### config.mk
export PLATFORM = sky130hd
export DESIGN_NAME = wsr_responder
export DESIGN_NICKNAME = d
export VERILOG_FILES = /design/src/rtl/wsr_pkg.sv /design/src/rtl/wsr_access_detect.sv /design/src/rtl/wsr_toggle.sv /design/src/rtl/wsr_out_mux.sv /design/src/rtl/wsr_responder.sv
export SDC_FILE = /design/constraint.sdc
export NUM_CORES = 1
export LEC_CHECK = 0
export ABC_AREA = 1
export BUFFER_PORTS_ARGS = -buffer_cell sky130_fd_sc_hd__buf_2
export CORE_UTILIZATION = 30
export DETAILED_ROUTE_END_ITERATION = 10
export PLACE_DENSITY_LB_ADDON = 0.05
export SYNTH_ARGS = -nofsm -noshare
export SYNTH_HDL_FRONTEND = slang
export SYNTH_SLANG_ARGS = --single-unit
export TNS_END_PERCENT = 20
### constraint.sdc
create_clock -name clk_i -period 0.9 [get_ports clk_i]
set_input_delay 0.045 -clock clk_i [delete_from_list [all_inputs] [get_ports clk_i]]
set_output_delay 0.045 -clock clk_i [all_outputs]
set_load 0.05 [all_outputs]
### src/rtl/wsr_pkg.sv
package wsr_pkg;
  localparam int unsigned DATA_W   = 8;
  localparam int unsigned POLL_BIT = 7;
  localparam int unsigned TOG_BIT  = 6;
  localparam logic        TOG_INIT = 1'b0;

  typedef logic [DATA_W-1:0] byte_t;
endpackage

### src/rtl/wsr_access_detect.sv
module wsr_access_detect (
  input  logic clk_i,
  input  logic rst_ni,
  input  logic ce_ni,
  input  logic oe_ni,
  input  logic busy_i,
  output logic rd_en_o,
  output logic rd_start_o,
  output logic busy_rise_o
);
  logic rd_q, busy_q;

  assign rd_en_o     = ~ce_ni & ~oe_ni;
  assign rd_start_o  = rd_en_o & ~rd_q;
  assign busy_rise_o = busy_i & ~busy_q;

  always_ff @(posedge clk_i or negedge rst_ni) begin
    if (!rst_ni) begin
      rd_q   <= 1'b0;
      busy_q <= 1'b0;
    end else begin
      rd_q   <= rd_en_o;
      busy_q <= busy_i;
    end
  end

  // A held read must not count as a new access
  assert_held_read_no_start_R6: assert property (@(posedge clk_i) disable iff (!rst_ni)
    rd_en_o |=> !rd_start_o);
endmodule

### src/rtl/wsr_toggle.sv
module wsr_toggle (
  input  logic clk_i,
  input  logic rst_ni,
  input  logic busy_i,
  input  logic busy_rise_i,
  input  logic rd_start_i,
  output logic tog_d_o
);
  import wsr_pkg::*;

  logic tog_q;

  always_comb begin
    tog_d_o = tog_q;
    if (busy_rise_i)            tog_d_o = TOG_INIT ^ rd_start_i;
    else if (busy_i && rd_start_i) tog_d_o = ~tog_q;
  end

  always_ff @(posedge clk_i or negedge rst_ni) begin
    if (!rst_ni) tog_q <= TOG_INIT;
    else         tog_q <= tog_d_o;
  end

  assert_tog_flip_R6: assert property (@(posedge clk_i) disable iff (!rst_ni)
    (busy_i && rd_start_i && !busy_rise_i) |=> (tog_q != $past(tog_q)));
  assert_tog_idle_stable_R6: assert property (@(posedge clk_i) disable iff (!rst_ni)
    (!busy_i) |=> $stable(tog_q));
  assert_tog_init_R7: assert property (@(posedge clk_i) disable iff (!rst_ni)
    busy_rise_i |=> (tog_q == (TOG_INIT ^ $past(rd_start_i))));
endmodule

### src/rtl/wsr_out_mux.sv
module wsr_out_mux #(
  parameter int unsigned ADDR_W = 17
) (
  input  logic              clk_i,
  input  logic              rst_ni,
  input  logic              rd_en_i,
  input  logic              busy_i,
  input  logic [ADDR_W-1:0] addr_i,
  input  logic [ADDR_W-1:0] last_addr_i,
  input  wsr_pkg::byte_t    last_data_i,
  input  wsr_pkg::byte_t    array_rdata_i,
  input  logic              tog_i,
  output wsr_pkg::byte_t    data_o,
  output logic              data_oe_o
);
  import wsr_pkg::*;

  byte_t status_b, data_d, data_q;
  logic  oe_q, addr_hit;

  assign addr_hit = (addr_i == last_addr_i);

  always_comb begin
    status_b           = '0;
    status_b[POLL_BIT] = addr_hit & ~last_data_i[POLL_BIT];
    status_b[TOG_BIT]  = tog_i;
  end

  always_comb begin
    if (!rd_en_i)    data_d = '0;
    else if (busy_i) data_d = status_b;
    else             data_d = array_rdata_i;
  end

  always_ff @(posedge clk_i or negedge rst_ni) begin
    if (!rst_ni) begin
      data_q <= '0;
      oe_q   <= 1'b0;
    end else begin
      data_q <= data_d;
      oe_q   <= rd_en_i;
    end
  end

  assign data_o    = data_q;
  assign data_oe_o = oe_q;

  assert_read_drives_R1: assert property (@(posedge clk_i) disable iff (!rst_ni)
    rd_en_i |=> data_oe_o);
  assert_idle_quiet_R2: assert property (@(posedge clk_i) disable iff (!rst_ni)
    !rd_en_i |=> (!data_oe_o && data_o == '0));
  assert_array_pass_R3: assert property (@(posedge clk_i) disable iff (!rst_ni)
    (rd_en_i && !busy_i) |=> (data_o == $past(array_rdata_i)));
  assert_poll_inv_R4: assert property (@(posedge clk_i) disable iff (!rst_ni)
    (rd_en_i && busy_i && addr_hit) |=> (data_o[POLL_BIT] == ~$past(last_data_i[POLL_BIT])));
  assert_poll_miss_R5: assert property (@(posedge clk_i) disable iff (!rst_ni)
    (rd_en_i && busy_i && !addr_hit) |=> !data_o[POLL_BIT]);
  assert_reserved_zero_R8: assert property (@(posedge clk_i) disable iff (!rst_ni)
    (rd_en_i && busy_i) |=> (data_o[5:0] == '0));
endmodule

### src/rtl/wsr_responder.sv
module wsr_responder #(
  parameter int unsigned ADDR_W = 17
) (
  input  logic              clk_i,
  input  logic              rst_ni,
  input  logic              ce_ni,
  input  logic              oe_ni,
  input  logic [ADDR_W-1:0] addr_i,
  input  logic              busy_i,
  input  logic [ADDR_W-1:0] last_addr_i,
  input  logic [7:0]        last_data_i,
  input  logic [7:0]        array_rdata_i,
  output logic [ADDR_W-1:0] array_addr_o,
  output logic [7:0]        data_o,
  output logic              data_oe_o
);
  logic rd_en, rd_start, busy_rise, tog_d;

  assign array_addr_o = addr_i;

  wsr_access_detect u_detect (
    .clk_i      (clk_i),
    .rst_ni     (rst_ni),
    .ce_ni      (ce_ni),
    .oe_ni      (oe_ni),
    .busy_i     (busy_i),
    .rd_en_o    (rd_en),
    .rd_start_o (rd_start),
    .busy_rise_o(busy_rise)
  );

  wsr_toggle u_toggle (
    .clk_i      (clk_i),
    .rst_ni     (rst_ni),
    .busy_i     (busy_i),
    .busy_rise_i(busy_rise),
    .rd_start_i (rd_start),
    .tog_d_o    (tog_d)
  );

  wsr_out_mux #(.ADDR_W(ADDR_W)) u_mux (
    .clk_i        (clk_i),
    .rst_ni       (rst_ni),
    .rd_en_i      (rd_en),
    .busy_i       (busy_i),
    .addr_i       (addr_i),
    .last_addr_i  (last_addr_i),
    .last_data_i  (last_data_i),
    .array_rdata_i(array_rdata_i),
    .tog_i        (tog_d),
    .data_o       (data_o),
    .data_oe_o    (data_oe_o)
  );

  // Stored data returns once busy drops
  assert_true_after_busy_R9: assert property (@(posedge clk_i) disable iff (!rst_ni)
    (!busy_i && !ce_ni && !oe_ni) |=> (data_o == $past(array_rdata_i)));
endmodule

==> Yosys cells after proc, flatten, opt, wreduce, memory -nomap -nowiden <==
Cells that the tools add are included.
{ "totals": {"reg_bits": 11, "inputBits": 55, "elab_cells": 20} }
{ "op_classes": {"n_eq_ne": 1, "muxes": 4, "bitwise_logic": 10, "reduce_logical": 1} }
{ "ops": {"columns": ["operator", "count"], "rows": [
  ["17-bit == test", 1],
  ["8-bit two-way mux", 2],
  ["1-bit NOT", 6],
  ["1-bit AND", 4],
  ["1-bit two-way mux", 2],
  ["1-bit logical AND", 1]
]} }

==> Longest topological paths before layout <==
Gate-level depths: netlist (run 1).
{ "logic_depth": {"word_depth": 8, "ltp_mapped": 8, "mapped_depth_nobuf": 8} }

==> Hierarchy <==
A second synthesis (run 1) with hierarchy kept.
{ "unflattened": {"hier_cells": 148, "area_unflattened_um2": 912.1} }
{ "by_module_without_submodules": {"columns": ["module", "instances", "cells_each", "area_per_inst_um2", "seq_area_each_um2"], "rows": [
  ["wsr_out_mux", 1, 112, 643.1, 225.2],
  ["wsr_responder", 1, 17, 127.6, 0.0],
  ["wsr_access_detect", 1, 9, 81.3, 50.0],
  ["wsr_toggle", 1, 10, 60.1, 25.0]
]} }

==> Worst setup path after synthesis (run 1) <==
Ideal clock, no wire load.
{ "synth_timing": {"kind": "reg-to-reg", "from": "register u_mux.data_oe_o (netlist name)", "to": "register u_mux.data_q[6], in the netlist u_mux.data_o[6]", "setup_time_ns": 0.117, "t_arrival_ns": 1.072, "t_required_ns": 0.783, "slack_ns": -0.289, "stages_incl_launch_ff": 6, "path_buffers": 0, "synth_period_minus_slack_ns": 1.189, "path_cell_list": "dfrtp_1 nor2_1 nand2_1 xor2_1 o21ai_1 inv_1"} }
{ "synth_lines": {"columns": ["element", "line", "text"], "rows": [
  ["end signal: assignment", "wsr_out_mux.sv:40", "data_q <= data_d;"],
  ["end: declaration", "wsr_out_mux.sv:18", "byte_t status_b, data_d, data_q;"]
]} }

==> Worst setup path in the final report (run 1) <==
{ "layout_timing": {"from": "register u_mux.oe_q, in the netlist u_mux.data_oe_o", "to": "output data_oe_o"} }
{ "layout_lines": {"columns": ["element", "line", "text"], "rows": [
  ["start: declaration", "wsr_out_mux.sv:19", "logic oe_q, addr_hit;"],
  ["start signal: assignment", "wsr_out_mux.sv:41", "oe_q <= rd_en_i;"],
  ["end: declaration", "wsr_responder.sv:15", "output logic data_oe_o"]
]} }
No word-level cell between the ends.

==> metrics.txt, run 1 <==
Root Driver clkbuf_4; post-synthesis cell area 857 sq um; hold path depth 3; sequential share of the synthesized area 0.321; overall routing resource usage 0.141; clk_skew approximately 0.082 ps; simple-gate share of the synthesized area 0.330; routed vias/inst between 3 and 4; Max Slew Vio Count 0; Buffers on Ports 73; clk buf depth 2; largest net degree at the start of global routing 12; H-tree Lvls 1; Mean Syn Cell Area 6.35 sq um; Worst Path Required approximately 850 ps; CP Capture Type output port; failing checks negative setup slack; worst hold slack 26.9 ps; Core Area 2730 sq um; RSZ-0062 raised after global routing true; Filler cells 301; Max Clock Freq around 1000 MHz; Worst Path Class, Setup reg2out; dpl hpwl 1580 um; Cell variety after synth 14; r2r worst-path depth 5; number of global-route vias before repair around 930; Synth Area in Compound Gates 0.0219; Top Layer Used met4; wire per inst 8.22 um; num ports 81; syn_nets 190; num rows 19; Placed Area 1150 sq um; Synth top area share 0.321; r2r startpoint u_mux.data_oe_o; top cells by area in the synthesized netlist dfrtp_1 32%, nand2_1 20%, buf_4 15%; adder-cell share of the synthesized area 0; post-route setup slack -90.0 ps; Worst R2R End u_mux.data_o[6]; effective utilization at floorplan 0.314; mux share of post-synthesis cell area 0; Met3 Wirelength around 120 um; area leader, netlist dfrtp_1; CTS tree done; die width 55.5 um; M1 WL 832 um; Arr. time, crit path 950 ps; Hold Path Sink u_mux.data_o[7]; Die Y 55.5 um; hold_sp array_rdata_i[7]; Post-Synthesis Cells roughly 140; layout cell share with drive strength beyond 1 0.413; clk sinks 11; routability-driven placement congestion ratio roughly 0.66; # nets final 262; Power Density 1110 nW/um^2; Worst Setup Start Kind flop; YS warnings 0; Rel. slew slack 0.828; # Max-Cap Violations 0; leakage 0.837 nW; peak supply drop between 0.0008 and 0.0009 V; CTS clock-pin slew for the worst setup and hold paths 70 ps; Hold Fails Final Rpt 0; Overflow after GRT 0; largest family of logic cells by synthesized area simple AND/OR/NAND/NOR gates; endpoints failing setup 2; Synth Register Bits 11; Area growth syn-to-layout 50.9%; Met2 Routed Length about 980 um; DIE AREA 3070 sq um; initial antenna violation count 0; r2r setup slk -90 ps; CTS Buf Count 3; clock latency on the worst-skew pair ~260 ps; Worst Path Max Fanout 2; antenna-violating nets left 0; Hold Path Class in2reg; XOR/XNOR Fraction of Synth Area 0.0511; vias 929; Final Cell Area between 1000 and 1500 sq um; Detailed Route WL roughly 2000 um; DRT iter0 DRCs 3; drt pass-1 iters 4; first-pass GRT wire length ~3600 um; fin crit share 1.10; worst slew pin tran 259 ps; outcome complete, but fails checks; ant diodes 0; DRC viols 0; fin crit period 990 ps
worst max-delay path: stages, from the launching register on:
cell and delay (ps):
dfrtp_2 410, buf_4 140, buf_6 140
cells in the final DEF, fill, tap and decap left out, types with 2 or more instances in the layout:
cell	n
or2_2	2
dfrtp_1	10
nor2_1	19
inv_1	26
nand2_1	46
clkbuf_4	6
nand3_1	4
buf_2	64
buf_4	7
xnor2_1	4
buf_6	3
dlygate4sd3_1	8
final cells by class:
| class | count | area (sq um) | share of cell area |
|---|---|---|---|
| sequential | 11 | 277 | 0.214 |
| inverter | 26 | 97.6 | 0.0754 |
| tap | 31 | 38.8 | 0.0300 |
| timing repair buffer | 85 | 509 | 0.394 |
| clock buffer | 4 | 26.3 | 0.0203 |
| multi-input combinational | 80 | 345 | 0.267 |
state kept, by name, indices dropped and copies added, names as in the netlist:
register / count
u_mux.data_o: 8
u_detect.busy_q: 1
u_mux.data_oe_o: 1
u_toggle.tog_q: 1
cells in the mapped netlist:
| cell type | instances |
|---|---|
| nand2_1 | 46 |
| inv_1 | 26 |
| nor2_1 | 19 |
| buf_4 | 17 |
| dfrtp_1 | 11 |
| nand3_1 | 4 |
| xnor2_1 | 4 |
| or2_2 | 2 |
| buf_6 | 1 |
| nor2_2 | 1 |
| o21ai_0 | 1 |
| o21ai_1 | 1 |
| o21ai_2 | 1 |
| xor2_1 | 1 |
how the worst max path moves through the flow:
stage               startpoint              end  slack [ps]  depth (start not counted)
6_report       u_mux.data_oe_o        data_oe_o         -90                          2
3_5_place_dp   u_mux.data_oe_o  u_mux.data_o[6]         -90                          5
2_1_floorplan  u_mux.data_oe_o  u_mux.data_o[6]        -200                          5
5_1_grt        u_mux.data_oe_o  u_mux.data_o[6]        -180                          5
4_1_cts        u_mux.data_oe_o  u_mux.data_o[6]        -100                          5
3_3_place_gp   u_mux.data_oe_o  u_mux.data_o[6]         -50                          5
power breakdown:
| part | internal (W) | switching, W |
|---|---|---|
| logic | 0.000218 | 0.000357 |
| registers | 0.000518 | 0.0000100 |
| clock network | 0.000171 | 0.000160 |
stage by stage:
| stage | setup WS (ps) | setup TNS, ps | utilization | total power, W | cells |
|---|---|---|---|---|---|
| after floorplan | -197 | -257 | - | 0.000924 | 135 |
| after global placement | -54.7 | -54.7 | 0.419 | 0.00107 | 224 |
| after detailed placement | -94.6 | -94.6 | 0.419 | 0.00108 | 224 |
| after CTS | -104 | -149 | 0.460 | 0.00144 | 236 |
| after global routing | -178 | -298 | 0.473 | 0.00154 | 237 |
| final | -90.0 | -176 | 0.473 | 0.00143 | 237 |
repair_timing:
action / CTS / global route
hold buffers: 8 / 0
pin swaps: 0 / 2
resized for setup: 2 / 13
setup endpoints to repair: 4 / 8
setup buffers: 0 / 1
hold endpoints to repair: 18 / 0
cells by family (layout without fill, tap and decap cells):
logic type,Yosys count,count (layout)
buf+inv,44,115
compound gates,3,3
simple gates,72,72
xor+xnor,5,5
flops,11,11
routing by layer:
metal,GRT usage,vias to the layer above
li1,-,513
met2,0.260,34
met3,0.0234,2
met1,0.165,380
met4,0.0429,0
met5,0,-
Power figures use the tool's default switching activity.
==> run 2: changes to the inputs <==
--- a/config.mk
+++ b/config.mk
@@ -5,7 +5,6 @@
 export SDC_FILE = /design/constraint.sdc
 export NUM_CORES = 1
 export LEC_CHECK = 0
-export ABC_AREA = 1
 export BUFFER_PORTS_ARGS = -buffer_cell sky130_fd_sc_hd__buf_2
 export CORE_UTILIZATION = 30
 export DETAILED_ROUTE_END_ITERATION = 10
==> constraint.sdc (replaced) <==
create_clock -name clk_i -period 1.2 [get_ports clk_i]
set_input_delay 0.06 -clock clk_i [delete_from_list [all_inputs] [get_ports clk_i]]
set_output_delay 0.06 -clock clk_i [all_outputs]
set_load 0.05 [all_outputs]
==> metrics.txt, run 2 <==
fin crit share 0.827; sequential share of the synthesized area 0.388 (+0.0668); dpl hpwl 1170 um (-26%); overall routing resource usage 0.110 (-0.0309); Arr. time, crit path 1140 ps (+190 ps); number of global-route vias before repair 553 (-41%); DIE AREA 2560 sq um (-17%); CTS Buf Count 3 (unchanged); worst slew pin tran 275 ps (+15.4 ps); Core Area 2210 sq um (-19%); routability-driven placement congestion ratio 0.683 (+3.3%); Placed Area 982 sq um (-14%); effective utilization at floorplan 0.321 (+0.00720); Worst Path Required 1350 ps (+500 ps); YS warnings 0 (unchanged); worst hold slack 7.36 ps (-19.5 ps); Worst Path Max Fanout 4 (+2); peak supply drop 0.000480 V (-43%); clock power share 0.238 (+0.007); EDFF count, synth 0 (unchanged); Hold Fails Final Rpt 0 (unchanged); P_int 0.000661 W (-27%); post-CTS setup buffers 0 (unchanged); wire per inst 8.59 um (+4.5%); # nets final 191 (-27%); initial antenna violation count 0 (unchanged); post-synthesis async set-or-reset flop share 1.00 (unchanged); clock latency on the worst-skew pair 260 ps (about the same); Largest register FFs 8 (unchanged); Filler cells 233 (-23%); Detailed Route WL 1400 um (-28%); Register Area 275 sq um (-0.45%); die width 50.6 um (-8.7%); Sw Pwr 0.000351 W (-33%); most frequent cells in the layout 73 x buf_2, 17 x xnor2_1, 11 x dfrtp_1, 6 x and2_1, 6 x dlygate4sd3_1; drt pass-1 iters 2 (-2); layout cell share with drive strength beyond 1 0.585 (+0.173); Final Cell Area 1070 sq um (-17%); first-pass GRT wire length 2100 um (-42%); vias 673 (-28%); Post-Synthesis Cells 69 (-49%); Overflow after GRT 0 (unchanged); CP Capture Type flop; clk buf depth 2 (unchanged); Root Driver clkbuf_4; leakage 0.572 nW (-32%); CTS clock-pin slew for the worst setup and hold paths 70 ps (about the same); Rel. slew slack 0.816 (-0.0121); Fin Setup TNS 0 ps (+176 ps); CTS tree done; Cell variety after synth 19 (+5); largest net degree at the start of global routing 12 (unchanged); outcome completed; Worst Setup Start Kind flop; antenna-violating nets left 0 (unchanged); Mean Syn Cell Area 10.3 sq um (+62%); num ports 81 (unchanged); Die Y 50.6 um (-8.7%); H-tree Lvls 1 (unchanged); post-synthesis cell area 709 sq um (-17%); DRC viols 0 (unchanged); endpoints failing setup 0 (-2); Hold Path Class in2reg; ant diodes 0 (unchanged); clk_skew 0.373 ps (+0.291 ps); RSZ-0062 raised after global routing false; total chip power 0.00101 W (-29%); Area growth syn-to-layout 51.5%; DRT iter0 DRCs 7 (+4); commonest non-fill, non-tap cell in the layout buf_2; Max Clock Freq 1010 MHz; area of the multi-input gates 313 sq um (-9.4%); commonest cells in the netlist 17 x buf_4, 17 x xnor2_1, 11 x dfrtp_1, 6 x and2_1, 4 x nand4_1; top_reg_cell synth dfrtp_1; routed vias/inst 4.13 (+5.3%); num rows 17 (-2); # Max-Cap Violations 0 (unchanged); Seq pwr share 0.388 (+0.020); top cells by area in the synthesized netlist dfrtp_1 39%, xnor2_1 21%, buf_4 18%; syn_nets 124 (-35%); Buffers on Ports 73 (unchanged); Synth Register Bits 11 (unchanged); area leader, netlist dfrtp_1; Power Density 941 nW/um^2 (-15%); combinational share of power 0.374 (-0.027); switching share of power 0.346 (-0.0211); Max Slew Vio Count 0 (unchanged); Worst Path Class, Setup reg2reg; Synth top area share 0.388 (+0.0668); clk sinks 11 (unchanged); fin crit period 993 ps
==> run 2: changes by cell type in the layout (fill, tap and decap cells not counted), moves of 6 or more <==
| cell | before | now |
|---|---|---|
| xnor2_1 | 4 | 17 |
| nor2_1 | 19 | 1 |
| buf_2 | 64 | 73 |
| and2_1 | 0 | 6 |
| buf_4 | 7 | 0 |
| nand2_1 | 46 | 1 |
| inv_1 | 26 | 0 |
==> run 2: routing by layer <==
| metal | vias up | global-route usage | part of all wire | wire (um) |
|---|---|---|---|---|
| li1 | 348 | - | - | - |
| met1 | 282 | 0.114 | 0.38 | 525 |
| met2 | 41 | 0.209 | 0.53 | 738 |
| met3 | 2 | 0.00909 | 0.087 | 122 |
| met4 | 0 | 0.0694 | 0.0086 | 12 |
| met5 | - | 0 | 0 | 0 |
==> run 2: worst paths after layout <==
check | start | endpoint | slack [ps] | depth (start not counted)
min reg2reg | u_toggle.tog_q | u_toggle.tog_q | 510 | 1
max in group asynchronous | rst_ni | u_mux.data_o[0] | 810 | 2
max reg2reg | u_mux.data_oe_o | u_toggle.tog_q | 210 | 3
min in group asynchronous | rst_ni | u_mux.data_oe_o | 190 | 2
max | u_mux.data_oe_o | u_toggle.tog_q | 210 | 3
min | array_rdata_i[2] | u_mux.data_o[2] | 7 | 2
==> run 2: through the flow <==
step	setup slack (ps)	instances	utilization
floorplan	6.92	69	-
global placement	229	153	0.444
detailed placement	224	153	0.444
CTS	88.1	163	0.483
global route	123	163	0.486
finish	207	163	0.486
==> run 2: kinds of logic (layout without fill, tap and decap cells) <==
logic type      Yosys count  after routing  synth area share
compound gates            6              6            0.0635
xor+xnor                 17             17             0.210
buf+inv                  17             83             0.180
flops                    11             11             0.388
simple gates             18             18             0.159
==> run 2: cell type report <==
type / count / area share
timing repair buffer: 79 / 0.396
sequential: 11 / 0.256
clock buffer: 4 / 0.0244
tap: 28 / 0.0326
multi-input combinational: 41 / 0.291
==> run 2: critical path, stage by stage, from the launching register on <==
cell	delay [ps]
dfrtp_1	400
o31ai_1	210
nand2_1	80
a32o_1	200
==> run 2: power by group through the flow <==
stage | registers [W] | clock network, W | logic (W)
2_1_floorplan | 0.000434 | 0 | 0.000228
3_3_place_gp | 0.000400 | 0 | 0.000362
3_5_place_dp | 0.000400 | 0 | 0.000364
4_1_cts | 0.000392 | 0.000252 | 0.000380
5_1_grt | 0.000394 | 0.000270 | 0.000404
6_report | 0.000392 | 0.000241 | 0.000379
==> run 2: repair_timing <==
action / 4_1_cts / 5_1_grt
endpoints found under the hold margin: 16 / 0
gates resized for setup: 0 / 1
endpoints found under the setup margin: 0 / 4
hold buffers: 6 / 0
